--- src/rtl/wbh_bank_pkg.sv ---
package wbh_bank_pkg;

    localparam int unsigned DATA_W  = 32;
    localparam int unsigned SEL_W   = DATA_W / 8;
    localparam int unsigned NREGS   = 4;
    localparam int unsigned DIV_W   = 4;
    localparam int unsigned NDIV    = 4;

    // register indices (word offsets)
    localparam int unsigned IDX_CTRL  = 0;
    localparam int unsigned IDX_BANK  = 1;
    localparam int unsigned IDX_SKEWA = 2;
    localparam int unsigned IDX_SKEWB = 3;

    // control word field positions
    localparam int unsigned B_RST_WB    = 0;
    localparam int unsigned B_RST_CPU   = 1;
    localparam int unsigned B_RST_SPI   = 2;
    localparam int unsigned B_RST_SDRAM = 3;
    localparam int unsigned B_RST_UART  = 4;
    localparam int unsigned B_RST_I2C   = 5;
    localparam int unsigned B_PIN_SEL   = 7;
    localparam int unsigned F_DIV_WB    = 8;   // 3 bits
    localparam int unsigned F_DIV_SDRAM = 12;  // 4 bits
    localparam int unsigned F_DIV_CPU   = 16;  // 4 bits
    localparam int unsigned F_DIV_RTC   = 20;  // 4 bits

    typedef enum logic [1:0] {
        S_IDLE,
        S_REG_ACK,
        S_FWD_WAIT,
        S_FWD_ACK
    } hb_state_e;

    // writable bits of each register
    function automatic logic [DATA_W-1:0] reg_mask(input int unsigned idx);
        logic [DATA_W-1:0] m;
        case (idx)
            IDX_CTRL: m = 32'h00FF_F7BF;
            IDX_BANK: m = 32'h0000_00FF;
            default:  m = 32'h0FFF_FFFF;
        endcase
        return m;
    endfunction

    // reset value: every soft reset asserted
    function automatic logic [DATA_W-1:0] reg_init(input int unsigned idx);
        return (idx == IDX_CTRL) ? 32'h0000_003F : '0;
    endfunction

endpackage

--- src/rtl/wbh_reg_file.sv ---
module wbh_reg_file
    import wbh_bank_pkg::*;
#(
    parameter int unsigned IDX_W = 10
) (
    input  logic                      clk,
    input  logic                      rst_n,
    input  logic                      wr_en,
    input  logic [IDX_W-1:0]          idx,
    input  logic [SEL_W-1:0]          sel,
    input  logic [DATA_W-1:0]         wdat,
    output logic [DATA_W-1:0]         rdat,
    output logic [NREGS-1:0][DATA_W-1:0] regs
);

    logic [NREGS-1:0][DATA_W-1:0] regs_q;
    logic                         mapped;

    assign mapped = (idx < IDX_W'(NREGS));

    for (genvar r = 0; r < NREGS; r++) begin : g_reg
        localparam logic [DATA_W-1:0] MASK = reg_mask(r);
        localparam logic [DATA_W-1:0] INIT = reg_init(r);
        logic hit;
        assign hit = wr_en && mapped && (idx[1:0] == 2'(r));

        for (genvar b = 0; b < SEL_W; b++) begin : g_byte
            always_ff @(posedge clk or negedge rst_n) begin
                if (!rst_n) begin
                    regs_q[r][8*b +: 8] <= INIT[8*b +: 8];
                end else if (hit && sel[b]) begin
                    regs_q[r][8*b +: 8] <= wdat[8*b +: 8] & MASK[8*b +: 8];
                end
            end
        end
    end

    always_comb begin
        rdat = '0;
        if (mapped) begin
            rdat = regs_q[idx[1:0]];
        end
    end

    assign regs = regs_q;

    // writes outside the map leave every register untouched
    a_r10_unmapped_inert: assert property (@(posedge clk) disable iff (!rst_n)
        (wr_en && !mapped) |=> $stable(regs_q));

    // a write with no byte enables changes nothing
    a_r3_no_sel_no_change: assert property (@(posedge clk) disable iff (!rst_n)
        (wr_en && (sel == '0)) |=> $stable(regs_q));

endmodule

--- src/rtl/wbh_clk_div.sv ---
module wbh_clk_div
    import wbh_bank_pkg::*;
(
    input  logic             clk,
    input  logic             rst_n,
    input  logic [DIV_W-1:0] div_sel,
    output logic             div_clk
);

    logic [DIV_W-1:0] cnt_q;
    logic [DIV_W-1:0] lim_q;
    logic             clk_q;
    logic             wrap;

    assign wrap = (cnt_q == lim_q);

    always_ff @(posedge clk or negedge rst_n) begin
        if (!rst_n) begin
            cnt_q <= '0;
            lim_q <= '0;
            clk_q <= 1'b0;
        end else if (wrap) begin
            cnt_q <= '0;
            clk_q <= ~clk_q;
            // new period starts at the low-to-high turn: pick up select here
            if (!clk_q) begin
                lim_q <= div_sel;
            end
        end else begin
            cnt_q <= cnt_q + 1'b1;
        end
    end

    assign div_clk = clk_q;

    // the phase length only changes together with a rising divided edge
    a_r8_reload_on_rise: assert property (@(posedge clk) disable iff (!rst_n)
        (lim_q != $past(lim_q)) |-> $rose(clk_q));

    // the phase counter never runs past the active limit
    a_r7_count_bound: assert property (@(posedge clk) disable iff (!rst_n)
        cnt_q <= lim_q);

endmodule

--- src/rtl/wbh_bus_fsm.sv ---
module wbh_bus_fsm
    import wbh_bank_pkg::*;
#(
    parameter int unsigned LOW_AW = 24,
    parameter int unsigned BANK_W = 8,
    localparam int unsigned INT_AW = BANK_W + LOW_AW
) (
    input  logic              clk,
    input  logic              rst_n,
    input  logic              h_cyc,
    input  logic              h_stb,
    input  logic              h_we,
    input  logic [LOW_AW:0]   h_adr,
    input  logic [SEL_W-1:0]  h_sel,
    input  logic [DATA_W-1:0] h_wdat,
    output logic [DATA_W-1:0] h_rdat,
    output logic              h_ack,
    output logic              m_cyc,
    output logic              m_stb,
    output logic              m_we,
    output logic [INT_AW-1:0] m_adr,
    output logic [SEL_W-1:0]  m_sel,
    output logic [DATA_W-1:0] m_wdat,
    input  logic [DATA_W-1:0] m_rdat,
    input  logic              m_ack,
    input  logic [BANK_W-1:0] bank,
    input  logic [DATA_W-1:0] reg_rdat,
    output logic              reg_wr
);

    hb_state_e state_q, state_d;
    logic      req;
    logic      fwd;

    logic [INT_AW-1:0] adr_q;
    logic              we_q;
    logic [SEL_W-1:0]  sel_q;
    logic [DATA_W-1:0] wdat_q;
    logic [DATA_W-1:0] rdat_q;

    assign req = h_cyc && h_stb;
    assign fwd = h_adr[LOW_AW];

    // state register
    always_ff @(posedge clk or negedge rst_n) begin
        if (!rst_n) begin
            state_q <= S_IDLE;
        end else begin
            state_q <= state_d;
        end
    end

    // next-state logic
    always_comb begin
        state_d = state_q;
        unique case (state_q)
            S_IDLE: begin
                if (req) begin
                    state_d = fwd ? S_FWD_WAIT : S_REG_ACK;
                end
            end
            S_REG_ACK:  state_d = S_IDLE;
            S_FWD_WAIT: begin
                if (m_ack) begin
                    state_d = S_FWD_ACK;
                end
            end
            S_FWD_ACK:  state_d = S_IDLE;
        endcase
    end

    // outputs
    always_comb begin
        h_ack  = 1'b0;
        m_cyc  = 1'b0;
        m_stb  = 1'b0;
        reg_wr = 1'b0;
        unique case (state_q)
            S_IDLE:     reg_wr = req && !fwd && h_we;
            S_REG_ACK:  h_ack  = 1'b1;
            S_FWD_WAIT: begin
                m_cyc = 1'b1;
                m_stb = 1'b1;
            end
            S_FWD_ACK:  h_ack  = 1'b1;
        endcase
    end

    // captured request and response data
    always_ff @(posedge clk or negedge rst_n) begin
        if (!rst_n) begin
            adr_q  <= '0;
            we_q   <= 1'b0;
            sel_q  <= '0;
            wdat_q <= '0;
            rdat_q <= '0;
        end else begin
            if (state_q == S_IDLE && req) begin
                if (fwd) begin
                    adr_q  <= {bank, h_adr[LOW_AW-1:0]};
                    we_q   <= h_we;
                    sel_q  <= h_sel;
                    wdat_q <= h_wdat;
                    rdat_q <= '0;
                end else begin
                    rdat_q <= h_we ? '0 : reg_rdat;
                end
            end else if (state_q == S_FWD_WAIT && m_ack && !we_q) begin
                rdat_q <= m_rdat;
            end
        end
    end

    assign m_adr  = adr_q;
    assign m_we   = we_q;
    assign m_sel  = sel_q;
    assign m_wdat = wdat_q;
    assign h_rdat = rdat_q;

    // a local access is answered on the very next clock
    a_r11_reg_ack_next: assert property (@(posedge clk) disable iff (!rst_n)
        (state_q == S_IDLE && req && !fwd) |=> (h_ack && !m_cyc));

    // acknowledge is a single-cycle pulse
    a_r11_ack_pulse: assert property (@(posedge clk) disable iff (!rst_n)
        h_ack |=> !h_ack);

    // internal request held steady until accepted
    a_r4_fwd_hold: assert property (@(posedge clk) disable iff (!rst_n)
        (m_cyc && !m_ack) |=> (m_cyc && m_stb && $stable(m_adr)));

    // host acknowledge follows the internal acknowledge by one clock
    a_r4_ack_follows: assert property (@(posedge clk) disable iff (!rst_n)
        (m_cyc && m_ack) |=> (h_ack && !m_cyc));

endmodule

--- src/rtl/wbh_bank_bridge.sv ---
module wbh_bank_bridge
    import wbh_bank_pkg::*;
#(
    parameter int unsigned LOW_AW = 24,
    parameter int unsigned BANK_W = 8,
    localparam int unsigned INT_AW = BANK_W + LOW_AW
) (
    input  logic              clk,
    input  logic              rst_n,
    input  logic              h_cyc,
    input  logic              h_stb,
    input  logic              h_we,
    input  logic [LOW_AW:0]   h_adr,
    input  logic [3:0]        h_sel,
    input  logic [31:0]       h_wdat,
    output logic [31:0]       h_rdat,
    output logic              h_ack,
    output logic              m_cyc,
    output logic              m_stb,
    output logic              m_we,
    output logic [INT_AW-1:0] m_adr,
    output logic [3:0]        m_sel,
    output logic [31:0]       m_wdat,
    input  logic [31:0]       m_rdat,
    input  logic              m_ack,
    output logic              rst_wb_n,
    output logic              rst_cpu_n,
    output logic              rst_spi_n,
    output logic              rst_sdram_n,
    output logic              rst_uart_n,
    output logic              rst_i2c_n,
    output logic              pin_sel_i2c,
    output logic              clk_wb_div,
    output logic              clk_sdram_div,
    output logic              clk_cpu_div,
    output logic              clk_rtc_div,
    output logic [27:0]       skew_ctl_a,
    output logic [27:0]       skew_ctl_b
);

    localparam int unsigned IDX_W = LOW_AW - 2;

    logic [NREGS-1:0][DATA_W-1:0] regs;
    logic [DATA_W-1:0]            reg_rdat;
    logic                         reg_wr;
    logic [DATA_W-1:0]            ctrl;
    logic [NDIV-1:0][DIV_W-1:0]   div_sel;
    logic [NDIV-1:0]              div_clk;

    wbh_bus_fsm #(
        .LOW_AW (LOW_AW),
        .BANK_W (BANK_W)
    ) u_fsm (
        .clk      (clk),
        .rst_n    (rst_n),
        .h_cyc    (h_cyc),
        .h_stb    (h_stb),
        .h_we     (h_we),
        .h_adr    (h_adr),
        .h_sel    (h_sel),
        .h_wdat   (h_wdat),
        .h_rdat   (h_rdat),
        .h_ack    (h_ack),
        .m_cyc    (m_cyc),
        .m_stb    (m_stb),
        .m_we     (m_we),
        .m_adr    (m_adr),
        .m_sel    (m_sel),
        .m_wdat   (m_wdat),
        .m_rdat   (m_rdat),
        .m_ack    (m_ack),
        .bank     (regs[IDX_BANK][BANK_W-1:0]),
        .reg_rdat (reg_rdat),
        .reg_wr   (reg_wr)
    );

    wbh_reg_file #(
        .IDX_W (IDX_W)
    ) u_regs (
        .clk   (clk),
        .rst_n (rst_n),
        .wr_en (reg_wr),
        .idx   (h_adr[LOW_AW-1:2]),
        .sel   (h_sel),
        .wdat  (h_wdat),
        .rdat  (reg_rdat),
        .regs  (regs)
    );

    assign ctrl = regs[IDX_CTRL];

    assign rst_wb_n    = ~ctrl[B_RST_WB];
    assign rst_cpu_n   = ~ctrl[B_RST_CPU];
    assign rst_spi_n   = ~ctrl[B_RST_SPI];
    assign rst_sdram_n = ~ctrl[B_RST_SDRAM];
    assign rst_uart_n  = ~ctrl[B_RST_UART];
    assign rst_i2c_n   = ~ctrl[B_RST_I2C];
    assign pin_sel_i2c = ctrl[B_PIN_SEL];

    assign div_sel[0] = {1'b0, ctrl[F_DIV_WB +: 3]};
    assign div_sel[1] = ctrl[F_DIV_SDRAM +: DIV_W];
    assign div_sel[2] = ctrl[F_DIV_CPU +: DIV_W];
    assign div_sel[3] = ctrl[F_DIV_RTC +: DIV_W];

    for (genvar d = 0; d < NDIV; d++) begin : g_div
        wbh_clk_div u_div (
            .clk     (clk),
            .rst_n   (rst_n),
            .div_sel (div_sel[d]),
            .div_clk (div_clk[d])
        );
    end

    assign clk_wb_div    = div_clk[0];
    assign clk_sdram_div = div_clk[1];
    assign clk_cpu_div   = div_clk[2];
    assign clk_rtc_div   = div_clk[3];

    assign skew_ctl_a = regs[IDX_SKEWA][27:0];
    assign skew_ctl_b = regs[IDX_SKEWB][27:0];

    // releasing a reset bit by a write shows on its output one clock later
    a_r5_cpu_release: assert property (@(posedge clk) disable iff (!rst_n)
        (reg_wr && h_adr[LOW_AW-1:2] == '0 && h_sel[0] && !h_wdat[B_RST_CPU]) |=> rst_cpu_n);

endmodule

--- config.mk ---
export PLATFORM = sky130hd
export DESIGN_NAME = wbh_bank_bridge
export DESIGN_NICKNAME = d
export VERILOG_FILES = /design/src/rtl/wbh_bank_pkg.sv /design/src/rtl/wbh_reg_file.sv /design/src/rtl/wbh_clk_div.sv /design/src/rtl/wbh_bus_fsm.sv /design/src/rtl/wbh_bank_bridge.sv
export SDC_FILE = /design/constraint.sdc
export NUM_CORES = 1
export LEC_CHECK = 0
export BUFFER_PORTS_ARGS = -buffer_cell sky130_fd_sc_hd__buf_2
export CORE_AREA = 10 10 160 162
export CTS_BUF_LIST = sky130_fd_sc_hd__clkbuf_2 sky130_fd_sc_hd__clkbuf_4 sky130_fd_sc_hd__clkbuf_8
export DETAILED_ROUTE_END_ITERATION = 12
export DIE_AREA = 0 0 170 172
export HOLD_SLACK_MARGIN = 0.05
export PLACE_DENSITY = 0.88
export SLEW_MARGIN = 10
export SYNTH_ARGS = -nofsm -noshare
export SYNTH_HDL_FRONTEND = slang
export SYNTH_HIERARCHICAL = 1
export SYNTH_SLANG_ARGS = --single-unit
--- constraint.sdc ---
create_clock -name clk -period 2.6 [get_ports clk]
set_input_delay 0.13 -clock clk [delete_from_list [all_inputs] [get_ports clk]]
set_output_delay 0.13 -clock clk [all_outputs]
set_load 0.02 [all_outputs]
==> summary.md <==
| Metric | Value |
|---|---|
| Status | finished, final reports clean |
| Hold/Removal Path Class | input pin to async pin |
| Syn-to-layout area delta | 32.8% |
| Worst Setup Start Kind | input pin |
| Worst EP required | 3.07 ns |
| Clk sink count | around 230 |
| Initial antenna violation count | 3 |
| FP Rows | 55 |
| Cell chain of the critical path | dlygate4sd3_1 -> buf_2 -> nor4_1 -> nand4_1 -> or2_2 -> nor2_1 -> nor2b_1 -> a32o_1 -> mux2_2 |
| Area occupied by multi-input gates | ~0.0047 mm2 |
| Starting Density | 0.476 |
| Num ports | between 200 and 300 |
| RSZ-0062 raised after global routing | false |
| Sequential cell area | between 0.005 and 0.006 mm2 |
| Reg clk slew, reported paths | 0.06 ns |
| Core area | approximately 0.022 mm2 |
| Most frequent cells in the layout | buf_2, dfrtp_1, mux2_2, dlygate4sd3_1, mux2_1 |
| Commonest non-fill, non-tap cell in the layout | buf_2 |
| H-Tree Depth | 2 |
| Routed Wire Length | 34400 um |
| Clock Path Buffers | 3 |
| Largest net degree at the start of global routing | 81 |
| Worst VDD drop | approximately 0.78 mV |
| Slew Limit Fails | 0 |
| Min Tclk post-route | 2.36 ns |
| LEAKAGE | 6.91 nW |
| Syn_area_per_cell | around 13 um2 |
| WL/cell | between 20 and 25 um |
| Via count | between 8000 and 9000 |
| Dpl hpwl | 23000 um |
| CTS Root Cell | clkbuf_8 |
| Finished Cell Area | 0.0141 mm2 |
| Final hold violation count | 0 |
| Vias per inst | approximately 5.6 |
| Die height | 172 um |
| Layout cells sized above 1 | 0.422 |
| Worst Skew | 0.0185 ns |
| Die area | 0.0292 mm2 |
| Filler cell count | around 1600 |
| Placed cell area | approximately 0.012 mm2 |
| Nets | 1299 |
| Slowest-stage cell, CP | or2_2 |
| # Max-Cap Violations | 0 |
| 1st-iter DRT viols | 673 |
| CTS Buf Count | 39 |
| Cells after synthesis | 812 |
| GRT Total Usage | 0.229 |
| TritonCTS clock tree | built |
| Grt ovf | 0 |
| Nature of the critical path endpoint | register |
| Critical path type | input pin to register |
| Worst path max stage delay | 0.59 ns |
| Final ANT Viol Nets | 0 |
| Die X | 170 um |
| Drt drc | 0 |
| Gpl congestion | 0.901 |
| Tcrit/Tclk final | 0.909 |
| Max Clk Rate | 423 MHz |
| Worst-Margin Slew | 0.756 ns |
| Rel. slew slack | 0.495 |
| IO Port Bufs | 269 |
| CP max FO | 28 |
| CP arrival | between 2 and 3 ns |
| Drt pass-1 iters | 5 |
| Yosys warns | 6 |
| Resize count post-CTS | 0 |
| Synth Cell Area | 0.0106 mm2 |
| Vias in the first global route | 9168 |
| TNS Setup | 0 ns |
| Global-route wire length before repair | 52300 um |
| Clock latency on the worst-skew pair | 0.54 ns |
| Power Density | 911 mW/mm2 |
| Setup Buffers After CTS | 0 |
| Setup-failing EPs final | 0 |
per-stage QoR:
stage	power, mW	util	std cells	hold WS [ns]	worst slack (ns)
after floorplan	7.71	-	816	-0.166	0.143
after global placement	9.10	0.554	1348	0.166	0.327
after detailed placement	9.30	0.554	1348	0.164	0.290
after CTS	12.8	0.632	1509	0.187	0.324
after global routing	13.5	0.632	1511	0.221	0.0818
final	12.9	0.632	1511	0.200	0.235
worst paths after layout:
kind	from	slack [ns]	end	depth (start not counted)
max in group asynchronous	rst_n	1.55	u_regs/regs[2]	3
min in group clk	h_adr[24]	0.21	u_fsm/state_q[1]	4
min	rst_n	0.20	g_div[2].u_div/lim_q[2]	2
min reg2reg	u_fsm/m_wdat[13]	0.48	u_fsm/m_wdat[13]	1
max reg2reg	u_fsm/state_q[0]	0.38	u_regs/regs[38]	6
max	h_adr[21]	0.24	u_fsm/h_rdat[14]	9
flip-flops by register name, indices dropped and copies added (netlist names):
signal,flops
g_div.u_div/cnt_q,16
g_div.u_div/div_clk,4
g_div.u_div/lim_q,16
u_fsm/h_rdat,32
u_fsm/m_adr,32
u_fsm/m_sel,4
u_fsm/m_wdat,32
u_fsm/m_we,1
u_fsm/state_q,2
u_regs/regs,86
routing by layer:
metal,track usage,up-vias,share of wire
met4,0.108,2,0.043
li1,-,3748,-
met2,0.390,378,0.50
met5,0,-,0.00049
met1,0.262,4219,0.38
met3,0.0636,91,0.076
critical path, delay by kind of cell:
family,cells,cell delay [ns]
buffers and inverters,2,0.68
AOI/OAI and AO/OA,1,0.18
and+or+nand+nor,5,1.70
muxes,1,0.14
report_power, final:
group          total, mW  internal, mW  switching, mW
clock               3.42          1.97           1.45
combinational       4.44          1.70           2.74
sequential          5.02          4.42          0.601
total               12.9          8.09           4.79
area by class of cell:
cell class,instances,share of cell area
flip-flops and latches,225,0.399
multi-input cells,505,0.329
repair buffers,387,0.177
clock buffers,66,0.0576
well taps,285,0.0252
inverters,38,0.0101
clock inverters,3,0.00150
diodes,2,0.000354
timing repair:
| action | CTS | global route |
|---|---|---|
| endpoints found under the hold margin | 254 | 0 |
| endpoints found under the setup margin | 0 | 0 |
| hold buffers | 92 | 0 |
(Power assumes the default switching activity.)
